`src/rtl/dma_seq_pkg.sv`:
```
package dma_seq_pkg;

  typedef enum logic [1:0] {
    SZ_B8  = 2'b00,
    SZ_W16 = 2'b01,
    SZ_B32 = 2'b10,
    SZ_B16 = 2'b11
  } size_e;

  // Stored mode field, taken from bits [7:2] of the mode byte
  typedef struct packed {
    logic [2:0] spare;
    logic       down;
    size_e      size;
  } mode_t;

  // Address-register step for each size (word mode steps one word address)
  function automatic logic [2:0] step_unit(size_e s);
    case (s)
      SZ_B32:  step_unit = 3'd4;
      SZ_B16:  step_unit = 3'd2;
      default: step_unit = 3'd1;
    endcase
  endfunction

endpackage

```
`src/rtl/dma_mode_bank.sv`:
```
module dma_mode_bank
  import dma_seq_pkg::*;
#(
  parameter int NCH = 4
) (
  input  logic                  clk,
  input  logic                  rst,
  input  logic                  wr,
  input  logic [7:0]            wdata,
  output mode_t [NCH-1:0]       modes
);
  localparam int CH_W = (NCH > 1) ? $clog2(NCH) : 1;

  logic [CH_W-1:0] sel;
  assign sel = wdata[CH_W-1:0];

  always_ff @(posedge clk) begin
    if (rst) begin
      modes <= '0;
    end else if (wr) begin
      for (int i = 0; i < NCH; i++) begin
        if (sel == CH_W'(i)) modes[i] <= mode_t'(wdata[7:2]);
      end
    end
  end

endmodule

```
`src/rtl/dma_chan_state.sv`:
```
module dma_chan_state #(
  parameter int PAGE_W = 8,
  parameter int ADDR_W = 16,
  parameter int CNT_W  = 16
) (
  input  logic              clk,
  input  logic              rst,
  input  logic              load,
  input  logic [PAGE_W-1:0] ld_page,
  input  logic [ADDR_W-1:0] ld_addr,
  input  logic [CNT_W-1:0]  ld_cnt,
  input  logic              step,
  input  logic [ADDR_W-1:0] nxt_addr,
  input  logic [CNT_W-1:0]  nxt_cnt,
  input  logic              last,
  output logic [PAGE_W-1:0] page_q,
  output logic [ADDR_W-1:0] addr_q,
  output logic [CNT_W-1:0]  cnt_q,
  output logic              active_q
);

  always_ff @(posedge clk) begin
    if (rst) begin
      page_q   <= '0;
      addr_q   <= '0;
      cnt_q    <= '0;
      active_q <= 1'b0;
    end else if (load) begin
      page_q   <= ld_page;
      addr_q   <= ld_addr;
      cnt_q    <= ld_cnt;
      active_q <= 1'b1;
    end else if (step) begin
      addr_q <= nxt_addr;
      cnt_q  <= nxt_cnt;
      if (last) active_q <= 1'b0;
    end
  end

endmodule

```
`src/rtl/dma_step_calc.sv`:
```
module dma_step_calc
  import dma_seq_pkg::*;
#(
  parameter int ADDR_W = 16,
  parameter int CNT_W  = 16
) (
  input  size_e             size,
  input  logic              down,
  input  logic [ADDR_W-1:0] addr,
  input  logic [CNT_W-1:0]  cnt,
  output logic [3:0]        be,
  output logic [ADDR_W-1:0] nxt_addr,
  output logic [CNT_W-1:0]  nxt_cnt,
  output logic              last
);
  localparam int REM_W = CNT_W + 1;

  logic [2:0]        unit;
  logic [2:0]        off;
  logic [2:0]        avail;
  logic [REM_W-1:0]  rem;
  logic [2:0]        n;
  logic [2:0]        lo;
  logic [2:0]        hi;
  logic [ADDR_W-1:0] amask;

  always_comb begin
    unit = step_unit(size);
    case (size)
      SZ_B32:  off = {1'b0, addr[1:0]};
      SZ_B16:  off = {2'b00, addr[0]};
      default: off = 3'd0;
    endcase

    // Units this transfer can cover before leaving the aligned block
    avail = down ? (off + 3'd1) : (unit - off);
    rem   = {1'b0, cnt} + REM_W'(1);

    if (rem <= REM_W'(avail)) begin
      n    = rem[2:0];
      last = 1'b1;
    end else begin
      n    = avail;
      last = 1'b0;
    end

    if (down) begin
      hi = off;
      lo = off - n + 3'd1;
    end else begin
      lo = off;
      hi = off + n - 3'd1;
    end

    for (int i = 0; i < 4; i++) begin
      be[i] = (3'(i) >= lo) && (3'(i) <= hi);
    end
    if (size == SZ_W16) be = 4'b0011;

    amask    = ADDR_W'(unit) - ADDR_W'(1);
    nxt_addr = down ? ((addr | amask) - ADDR_W'(unit))
                    : ((addr & ~amask) + ADDR_W'(unit));
    nxt_cnt  = cnt - CNT_W'(n);
  end

endmodule

```
`src/rtl/dma_xfer_seq.sv`:
```
module dma_xfer_seq
  import dma_seq_pkg::*;
#(
  parameter int NCH    = 4,
  parameter int PAGE_W = 8,
  parameter int ADDR_W = 16,
  parameter int CNT_W  = 16,
  localparam int CH_W  = (NCH > 1) ? $clog2(NCH) : 1,
  localparam int BUS_W = PAGE_W + ADDR_W
) (
  input  logic              clk,
  input  logic              rst,
  input  logic              mode_wr,
  input  logic [7:0]        mode_wdata,
  input  logic              ld_wr,
  input  logic [CH_W-1:0]   ld_ch,
  input  logic [PAGE_W-1:0] ld_page,
  input  logic [ADDR_W-1:0] ld_addr,
  input  logic [CNT_W-1:0]  ld_count,
  input  logic              xfer_req,
  input  logic [CH_W-1:0]   xfer_ch,
  output logic              out_valid,
  output logic [CH_W-1:0]   out_ch,
  output logic [BUS_W-1:0]  out_addr,
  output logic [3:0]        out_be,
  output logic              out_tc,
  output logic [NCH-1:0]    ch_active
);

  mode_t [NCH-1:0]   modes;
  logic [PAGE_W-1:0] page_a [NCH];
  logic [ADDR_W-1:0] addr_a [NCH];
  logic [CNT_W-1:0]  cnt_a  [NCH];

  logic              take;
  mode_t             sel_mode;
  logic [PAGE_W-1:0] sel_page;
  logic [ADDR_W-1:0] sel_addr;
  logic [CNT_W-1:0]  sel_cnt;
  logic [3:0]        calc_be;
  logic [ADDR_W-1:0] calc_addr;
  logic [CNT_W-1:0]  calc_cnt;
  logic              calc_last;
  logic [BUS_W-1:0]  bus_addr;

  dma_mode_bank #(.NCH(NCH)) u_modes (
    .clk   (clk),
    .rst   (rst),
    .wr    (mode_wr),
    .wdata (mode_wdata),
    .modes (modes)
  );

  generate
    for (genvar g = 0; g < NCH; g++) begin : g_ch
      logic ld_here;
      logic step_here;
      assign ld_here   = ld_wr && (ld_ch == CH_W'(g));
      assign step_here = take && (xfer_ch == CH_W'(g));

      dma_chan_state #(
        .PAGE_W(PAGE_W), .ADDR_W(ADDR_W), .CNT_W(CNT_W)
      ) u_state (
        .clk      (clk),
        .rst      (rst),
        .load     (ld_here),
        .ld_page  (ld_page),
        .ld_addr  (ld_addr),
        .ld_cnt   (ld_count),
        .step     (step_here),
        .nxt_addr (calc_addr),
        .nxt_cnt  (calc_cnt),
        .last     (calc_last),
        .page_q   (page_a[g]),
        .addr_q   (addr_a[g]),
        .cnt_q    (cnt_a[g]),
        .active_q (ch_active[g])
      );
    end
  endgenerate

  // Strobe accepted only for an active channel not being reloaded now
  assign take = xfer_req && ch_active[xfer_ch] && !(ld_wr && (ld_ch == xfer_ch));

  assign sel_mode = modes[xfer_ch];
  assign sel_page = page_a[xfer_ch];
  assign sel_addr = addr_a[xfer_ch];
  assign sel_cnt  = cnt_a[xfer_ch];

  dma_step_calc #(.ADDR_W(ADDR_W), .CNT_W(CNT_W)) u_calc (
    .size     (sel_mode.size),
    .down     (sel_mode.down),
    .addr     (sel_addr),
    .cnt      (sel_cnt),
    .be       (calc_be),
    .nxt_addr (calc_addr),
    .nxt_cnt  (calc_cnt),
    .last     (calc_last)
  );

  // Word mode: shifted address, page LSB dropped
  always_comb begin
    if (sel_mode.size == SZ_W16) bus_addr = {sel_page[PAGE_W-1:1], sel_addr, 1'b0};
    else                         bus_addr = {sel_page, sel_addr};
  end

  always_ff @(posedge clk) begin
    if (rst) begin
      out_valid <= 1'b0;
      out_ch    <= '0;
      out_addr  <= '0;
      out_be    <= '0;
      out_tc    <= 1'b0;
    end else begin
      out_valid <= take;
      if (take) begin
        out_ch   <= xfer_ch;
        out_addr <= bus_addr;
        out_be   <= calc_be;
        out_tc   <= calc_last;
      end else begin
        out_tc   <= 1'b0;
      end
    end
  end

endmodule

```
`config.mk`:
```
export PLATFORM = sky130hd
export DESIGN_NAME = dma_xfer_seq
export DESIGN_NICKNAME = d
export VERILOG_FILES = /design/src/rtl/dma_seq_pkg.sv /design/src/rtl/dma_mode_bank.sv /design/src/rtl/dma_chan_state.sv /design/src/rtl/dma_step_calc.sv /design/src/rtl/dma_xfer_seq.sv
export SDC_FILE = /design/constraint.sdc
export NUM_CORES = 1
export LEC_CHECK = 0
export CAP_MARGIN = 20
export CORE_ASPECT_RATIO = 1.1
export CORE_UTILIZATION = 65
export CTS_CLUSTER_SIZE = 24
export DETAILED_ROUTE_END_ITERATION = 10
export DONT_BUFFER_PORTS = 1
export PLACE_DENSITY = 0.85
export SYNTH_ARGS = -nofsm -noshare
export SYNTH_HDL_FRONTEND = slang
export SYNTH_HIERARCHICAL = 1
export SYNTH_SLANG_ARGS = --single-unit
```
`constraint.sdc`:
```
create_clock -name clk -period 9.7 [get_ports clk]
set_clock_uncertainty 0.05 [all_clocks]
set_input_delay 2.91 -clock clk [delete_from_list [all_inputs] [get_ports clk]]
set_output_delay 2.91 -clock clk [all_outputs]
set_load 0.05 [all_outputs]
```
==> results of run 1 <==
path summary, 6_finish.rpt:
| check | startpoint | to | slack (ps) | cells after the start |
|---|---|---|---|---|
| worst max-delay path | xfer_ch[0] | g_ch[2].u_state/cnt_q[13] | 1010 | 24 |
| worst min-delay path | u_modes/modes[20] | u_modes/modes[20] | 420 | 2 |
| worst max register to register | u_modes/modes[18] | g_ch[2].u_state/cnt_q[13] | 3120 | 24 |
| worst min register to register | u_modes/modes[20] | u_modes/modes[20] | 420 | 2 |
cells in the final DEF (no fill, tap or decap), types with 5 or more instances in the layout:
master,count
nor2b_1,131
xnor2_1,22
nand2_1,52
o21ai_0,13
a311oi_1,7
a31oi_1,6
a211oi_2,17
xor2_1,14
buf_4,16
inv_1,27
clkinv_2,7
a21oi_1,16
a22oi_1,5
nor2_1,82
a211oi_1,114
clkbuf_1,6
mux2i_1,190
mux4_2,44
clkbuf_16,22
nand2b_1,22
or3_1,6
dfxtp_1,208
ha_1,17
nand4_1,5
and2_1,6
a311oi_2,10
nor3_1,12
nand3_1,12
report_power, final:
part / internal (uW) / leakage (uW) / switching, uW / total, uW
Combinational: 153 / 0.00210 / 211 / 364
Sequential: 896 / 0.00170 / 40.4 / 937
Clock: 444 / 0.000327 / 343 / 788
Total: 1490 / 0.00412 / 595 / 2090
metrics by stage:
step / total power [uW] / cells
after floorplan: 1255 / 1206
after global placement: 1295 / 1362
after detailed placement: 1308 / 1362
after CTS: 2092 / 1399
after global routing: 2160 / 1399
final: 2088 / 1399
critical path, stage by stage:
cell      delay, ps
mux4_2          640
and2b_1         390
nand2_1         200
inv_1           120
ha_1            230
mux2_2          260
inv_1            80
ha_1            260
a211oi_1        260
o22ai_1         150
nor4_2          430
nand2_2         180
a21oi_1         350
inv_1           110
ha_1            280
nor2b_1         120
o21ai_0         240
nand2_1         120
or3_1           390
nand2b_1        230
nor4_1          320
xor2_1          330
mux2i_1         130
a211oi_1        300
cell type report:
class	instances	share of cell area (%)
multi-input combinational	867	57.34
sequential	208	33.22
clock buffer	28	4.571
tap	243	2.425
timing repair buffer	16	0.9582
inverter	28	0.8384
clock inverter	9	0.6488
layer usage:
| layer | part of all wire [%] | up-vias |
|---|---|---|
| met5 | 0 | - |
| met4 | 2.7 | 0 |
| met3 | 6.7 | 68 |
| met2 | 49 | 324 |
| met1 | 42 | 4483 |
| li1 | - | 4253 |
sequential cells by signal, summed over array words and instances (netlist names):
name                   cells
out_tc                     1
g_ch.u_state/active_q      4
out_addr                  24
g_ch.u_state/addr_q       64
out_valid                  1
out_ch                     2
g_ch.u_state/page_q       32
out_be                     4
g_ch.u_state/cnt_q        64
u_modes/modes             12
==> summary.md, run 1 <==
| Metric | Value |
|---|---|
| Max_cap viols | 0 |
| Antenna-violating nets left | 0 |
| Slew headroom | about 46% |
| Yosys warning count | 6 |
| Number of vias per cell | 6.525 |
| Clock Sinks | 208 |
| Worst hold slack | 419.3 ps |
| Final global-route overflow total | 0 |
| Routed len/inst | 21.47 um |
| Area growth, synth to finish | 3.098% |
| Gr usage total | 30.87% |
| Tmin final | 8690 ps |
| Post-layout util | 68.32% |
| Most Used Layer, Global Route | met2 |
| Crit path DAT | 9060 ps |
| Largest net degree at the start of global routing | about 210 |
| Final worst-path cycle share | ~90% |
| LEAKAGE | 0.004122 uW |
| Initial Util | 66.27% |
| Crit Path Class | input port to flip-flop |
| Multi-input gate area | 0.007188 sq mm |
| CTS clk-pin slew, worst paths | 60 ps |
| Final WS setup | 1010 ps |
| Critical Path RT | 10070 ps |
| Met2 Use GR | 52.05% |
| CTS tree | built |
| Met3 Use GR | ~5.8% |
| Worst-margin pin slew | slightly above 800 ps |
| H-tree depth | 1 |
| RePlAce Congestion | 0.8822 |
| Io pins | 93 |
| Peak supply drop | 137.0 uV |
| Core area | 0.01835 sq mm |
| Port bufs | 0 |
| Post-CTS Hold Fix Bufs | 0 |
| Die area | 0.01926 sq mm |
| Clock Path Buffers | 3 |
| DRC | 0 |
| Ant. Diodes | 0 |
| Status | finished clean |
| Power per Cell Area | roughly 170 mW/mm^2 |
| RSZ-0062 raised after global routing | false |
| Final setup fails | 0 |
| Fmax | 0.1151 GHz |
| Initial antenna violation count | 0 |
| Net Count, Synth | 1281 |
| Mapped Area | 0.01216 sq mm |
| First-pass GRT wire length | between 40 and 50 mm |
| Die Span Y | 145.4 um |
| # Post-CTS Setup Buffers | 0 |
| Final #Nets | 1218 |
| Slew Viols, Final | 0 |
| Pre-Repair DR Iteration Count | 5 |
| Dpl cell area | between 0.01 and 0.015 sq mm |
| Fillcell total | roughly 1400 |
| Vias in the first global route | 9231 |
| Synth Area per Inst | 10.08 sq um |
| Layout cells sized above 1 | around an eighth |
| Mapped Cells | 1206 |
| Post-Place Setup Slack | 680.8 ps |
| Half-perimeter wire length after placement | 17.88 mm |
| Die Wd | 132.4 um |
| Std-Cell Rows | 52 |
| GRT met1 Usage | between 30 and 40% |
| # resized after CTS | 0 |
| Crit-path max FO | 49 |
| Post-Route WL | 30.03 mm |
| Total CTS buffers | 22 |
| DRT iter0 DRCs | 740 |
| Hold crit path type | flip-flop to flip-flop |
| Cell area after layout | about 0.013 sq mm |
| Crit. End Element | flip-flop |
| Setup TNS | 0 ps |
| Vias | roughly 9000 |
| Worst Setup Start Kind | input port |
| Final hold viol count | 0 |
| Worst-skew pair later-pin latency | 520 ps |
| Root Buffer | clkbuf_16 |
| Sequential cell area | 0.004164 sq mm |
Power figures use the tool's default switching activity.
==> run 2, diff against run 1 <==
--- a/config.mk
+++ b/config.mk
@@ -5,6 +5,7 @@
 export SDC_FILE = /design/constraint.sdc
 export NUM_CORES = 1
 export LEC_CHECK = 0
+export ABC_AREA = 1
 export CAP_MARGIN = 20
 export CORE_ASPECT_RATIO = 1.1
 export CORE_UTILIZATION = 65
==> run 2 against run 1 <==
  * Setup slack better by 300 ps
  * Register-to-register slack better by 720 ps
  * Sequential power is 1% lower
  * Core utilization is 1.3 points higher
  * Die area is 6.8% higher
  * Critical path type unchanged
==> summary.md, run 2 <==
| Metric | Value |
|---|---|
| Ant. Diodes | 0 |
| Post-layout util | 69.59% |
| Die Wd | 136.8 um |
| # resized after CTS | 0 |
| Post-CTS Hold Fix Bufs | 0 |
| Max_cap viols | 0 |
| Worst-skew pair later-pin latency | approximately 520 ps |
| RePlAce Congestion | roughly 0.99 |
| Half-perimeter wire length after placement | 23.60 mm |
| Power per Cell Area | 170.1 mW/mm^2 |
| Port bufs | 0 |
| Initial antenna violation count | 0 |
| Crit Path Class | input port to flip-flop |
| Post-Route WL | 39.10 mm |
| Layout cells sized above 1 | 6.588% |
| Final global-route overflow total | 0 |
| Pre-Repair DR Iteration Count | 7 |
| Antenna-violating nets left | 0 |
| Worst-margin pin slew | 1074 ps |
| CP max stage cell | nor2_4 |
| Non-filler cells, final | 2281 |
| Critical Path RT | 10120 ps |
| DRT iter0 DRCs | roughly 1700 |
| Number of vias per cell | 5.869 |
| Critical R2R Launch | u_modes/modes[7] |
| Vias | 13390 |
| Area growth, synth to finish | 3.668% |
| Root Buffer | clkbuf_16 |
| Gr usage total | ~37% |
| Slew headroom | 28.32% |
| Status | finished clean |
| Clock Sinks | 208 |
| # Post-CTS Setup Buffers | 0 |
| Sequential cell area | 0.004164 sq mm |
| Vias in the first global route | ~12000 |
| Final worst-path cycle share | 86.48% |
| First-pass GRT wire length | approximately 60 mm |
| Crit. End Element | flip-flop |
| Io pins | 93 |
| Hold crit path type | flip-flop to flip-flop |
| CP max stage delay | 530 ps |
| CTS clk-pin slew, worst paths | 60 ps |
| CTS tree | built |
| Die Span Y | 150.3 um |
| Slew Viols, Final | 0 |
| Tmin final | 8388 ps |
| Std-Cell Rows | 53 |
| Hold Startpoint | g_ch[1].u_state/page_q[1] |
| Crit-path max FO | 28 |
| Crit path DAT | 8800 ps |
| Synth Area per Inst | between 6 and 7 sq um |
| Total CTS buffers | 23 |
| Mapped Area | approximately 0.013 sq mm |
| Routed len/inst | 17.14 um |
| Worst Setup Start Kind | input port |
| DRC | 0 |
| Commonest non-fill, non-tap cells in the layout | nand2_1 (748), nand3_1 (320), inv_1 (245), dfxtp_1 (208), nor2_1 (179) |
| Initial Util | 67.12% |
| Crit path launch | xfer_ch[0] |
| Clock Path Buffers | 3 |
| Core area | 0.01936 sq mm |
| Setup TNS | 0 ps |
| H-tree depth | 1 |
| Mapped Cells | 2095 |
| Final #Nets | between 2000 and 2500 |
| Fillcell total | between 1500 and 2000 |
| Die area | between 0.02 and 0.025 sq mm |
| Peak supply drop | 162.8 uV |
| Net Count, Synth | between 2000 and 2500 |
| Largest net degree at the start of global routing | 43 |
| Fmax | 0.1192 GHz |
| RSZ-0062 raised after global routing | false |
| LEAKAGE | 0.006987 uW |
| Largest regs | g_ch.u_state/addr_q (64), g_ch.u_state/cnt_q (64), g_ch.u_state/page_q (32) |
| Final setup fails | 0 |
| Final hold viol count | 0 |
| Multi-input gate area | 0.007078 sq mm |
| Commonest non-fill, non-tap cell in the layout | nand2_1 |
| # placed instances | 2240 |
| Yosys warning count | 6 |
==> run 2: layout make-up <==
cell class / instances / share of cell area [%]
well taps: 247 / 2.294
clock inverters: 8 / 0.9100
inverters: 255 / 7.141
multi-input cells: 1508 / 52.53
flip-flops and latches: 208 / 30.90
clock buffers: 33 / 4.996
repair buffers: 22 / 1.226
==> run 2: critical path: cells and delay by family <==
| kind | cells | cell delay (ps) |
|---|---|---|
| AOI/OAI and AO/OA | 4 | 910 |
| and+or+nand+nor | 21 | 3230 |
| buffers and inverters | 4 | 760 |
| xor gates and xnor gates | 1 | 380 |
| adders and majority gates | 2 | 570 |
==> run 2: metrics by stage <==
stage	worst slack, ps	hold slack (ps)	instance area (sq um)	power, uW
2_1_floorplan	2046	401.9	13000	1277
5_1_grt	884.8	477.1	13470	2375
3_3_place_gp	1111	426.5	12680	1352
6_report	1312	449.3	13470	2292
3_5_place_dp	990.4	435.7	12680	1364
4_1_cts	1491	451.4	13470	2279
==> run 2: power by group <==
part	internal, uW	switching [uW]	leakage [uW]
sequential	890	36.7	0.00169
combinational	128	310	0.00490
clock	561	367	0.000394
==> run 2: worst paths after layout <==
kind | cells after the start | slack (ps) | endpoint
worst max-delay path | 32 | 1310 | g_ch[3].u_state/cnt_q[15]
worst min-delay path | 2 | 450 | g_ch[1].u_state/page_q[1]
worst max register to register | 34 | 3840 | g_ch[3].u_state/cnt_q[15]
worst min register to register | 2 | 450 | g_ch[1].u_state/page_q[1]
==> run 2: layer usage <==
layer | wire [um] | global-route usage (%) | up-vias
met5 | 0 | 0 | -
li1 | - | - | 6367
met3 | 5581 | 10.30 | 156
met2 | 17360 | 60.30 | 905
met1 | 14620 | 46.67 | 5959
met4 | 1537 | 15.99 | 0
==> run 3, diff against run 2 <==
==> constraint.sdc (replaced) <==
create_clock -name clk -period 10.39 [get_ports clk]
set_clock_uncertainty 0.05 [all_clocks]
set_input_delay 3.117 -clock clk [delete_from_list [all_inputs] [get_ports clk]]
set_output_delay 3.117 -clock clk [all_outputs]
set_load 0.05 [all_outputs]
==> run 3 against run 2 <==
  * Critical path type unchanged
  * Via count shrank 0.46%
  * Count of clock-buffer cells in the layout grew 2
  * Power shrank 7.9%
  * Die area is the same
  * Global-route usage grew 0.31 points
==> summary.md, run 3 (synthesis gave the netlist of run 2 again) <==
| Metric | Value |
|---|---|
| Io pins | 93 |
| Std-Cell Rows | 53 |
| Tmin final | between 8000 and 9000 ps |
| Slew Viols, Final | 0 |
| Hold Startpoint | u_modes/modes[2] |
| Slew headroom | 33.33% |
| Buffer and inverter count on the worst path | 5 |
| Commonest non-fill, non-tap cell in the layout | nand2_1 |
| Worst Hold Endpoint | u_modes/modes[2] |
| Ant. Diodes | 0 |
| CP max stage cell | xor2_1 |
| DRC | 0 |
| Setup TNS | 0 ps |
| Crit. End Element | flip-flop |
| Port bufs | 0 |
| LEAKAGE | just under 0.007 uW |
| Worst-skew pair later-pin latency | 510 ps |
| Worst-margin pin slew | 1000 ps |
| Power per Cell Area | 157.2 mW/mm^2 |
| Number of vias per cell | around 6 |
| Pre-Repair DR Iteration Count | 6 |
| Reg-to-Reg End | g_ch[0].u_state/cnt_q[15] |
| Die area | 0.02057 sq mm |
| Crit-path max FO | 28 |
| # Post-CTS Setup Buffers | 0 |
| R2R Setup Slk | 4420 ps |
| Crit path depth | 37 |
| Fillcell total | 1704 |
| Die Span Y | about 150 um |
| # placed instances | 2237 |
| CP most frequent cell | nand2_1 |
| H-tree depth | 1 |
| Half-perimeter wire length after placement | around 24 mm |
| RSZ-0062 raised after global routing | false |
| Final setup fails | 0 |
| First-pass GRT wire length | 60.93 mm |
| Dpl cell area | approximately 0.013 sq mm |
| Fmax | 0.1139 GHz |
| Worst hold slack | 439.0 ps |
| CTS clk-pin slew, worst paths | 60 ps |
| Gr usage total | 37.71% |
| Cell depth of the worst flop-to-flop path | 33 |
| Critical R2R Launch | u_modes/modes[19] |
| Peak supply drop | 131.0 uV |
| Post-Route WL | 39.14 mm |
| # resized after CTS | 0 |
| Clock Sinks | about 210 |
| Status | finished clean |
| Final hold viol count | 0 |
| CP top delay family | simple AND/OR/NAND/NOR gates |
| Clock Path Buffers | 3 |
| Post-CTS Hold Fix Bufs | 0 |
| Final #Nets | 2089 |
| Area growth, synth to finish | 3.292% |
| Commonest non-fill, non-tap cells in the layout | nand2_1 (748), nand3_1 (320), inv_1 (243), dfxtp_1 (208), nor2_1 (179) |
| Vias in the first global route | around 12000 |
| Final global-route overflow total | 0 |
| Initial Util | 67.12% |
| Worst Setup Start Kind | input port |
| Total CTS buffers | 22 |
| Critical Path RT | 10790 ps |
| Routed len/inst | about 17 um |
| Final worst-path cycle share | 84.53% |
| Non-filler cells, final | about 2300 |
| Hold depth | 2 |
| Largest net degree at the start of global routing | 43 |
| CP max stage delay | 500 ps |
| Core area | 0.01936 sq mm |
| Max_cap viols | 0 |
| Root Buffer | clkbuf_16 |
| Post-layout util | 69.33% |
| Hold crit path type | flip-flop to flip-flop |
| Vias | approximately 13000 |
| Die Wd | 136.8 um |
| Largest regs | g_ch.u_state/addr_q (64), g_ch.u_state/cnt_q (64), g_ch.u_state/page_q (32) |
| Cell area after layout | 0.01343 sq mm |
| RePlAce Congestion | 0.9051 |
| Layout cells sized above 1 | about 6.4% |
| CTS tree | built |
| Antenna-violating nets left | 0 |
| Initial antenna violation count | 1 |
| Crit path DAT | around 9200 ps |
| DRT iter0 DRCs | roughly 1500 |
| Crit Path Class | input port to flip-flop |
-- run 3: cell types whose count changed in the layout (fill, tap and decap cells not counted) --
cell       previous run  this run
buf_4                22        19
clkinv_1              3         5
inv_1               245       243
inv_6                 2         1
clkinv_2              3         2
clkbuf_8              6         7
bufinv_16             3         2
clkbuf_1              4         5
-- run 3: worst max-delay path by stage --
stage	start	to	slack (ps)
2_1_floorplan	xfer_ch[0]	g_ch[0].u_state/cnt_q[14]	2530
3_3_place_gp	xfer_ch[1]	g_ch[2].u_state/cnt_q[14]	1530
3_5_place_dp	xfer_ch[0]	g_ch[0].u_state/cnt_q[15]	1360
4_1_cts	xfer_ch[0]	g_ch[0].u_state/cnt_q[15]	1850
5_1_grt	xfer_ch[1]	g_ch[0].u_state/cnt_q[15]	1220
6_report	xfer_ch[0]	g_ch[0].u_state/cnt_q[15]	1610
-- run 3: cell type report --
class / instances / area (sq um) / share of cell area, %
Clock buffer: 35 / 690.7 / 5.144
Clock inverter: 5 / 78.83 / 0.5871
Inverter: 255 / 962.2 / 7.167
Multi-Input combinational cell: 1508 / 7078 / 52.72
Sequential cell: 208 / 4164 / 31.02
Tap cell: 247 / 309.0 / 2.302
Timing Repair Buffer: 19 / 142.6 / 1.062
-- run 3: per-stage QoR --
step,total power (uW),setup WS [ps]
2_1_floorplan,1192,2529
3_3_place_gp,1264,1532
3_5_place_dp,1275,1363
4_1_cts,2098,1855
5_1_grt,2184,1221
6_report,2111,1607
-- run 3: worst min-delay path, delay by kind of cell (launching register included) --
family | cells | cell delay, ps
and+or+nand+nor | 1 | 80
DFF | 1 | 330
AOI/OAI and AO/OA | 1 | 40
-- run 3: where the power goes --
part	internal (uW)	total [uW]	switching [uW]
Sequential	830	865	34.3
Clock	505	836	331
Combinational	118	410	292
Total	1450	2110	657
-- run 3: per-layer routing --
metal	wire [um]	track usage, %	part of all wire (%)
met5	9	0	0.023
met4	1265	14.29	3.2
met3	5673	11.04	14
met2	17430	61.27	45
met1	14760	46.99	38
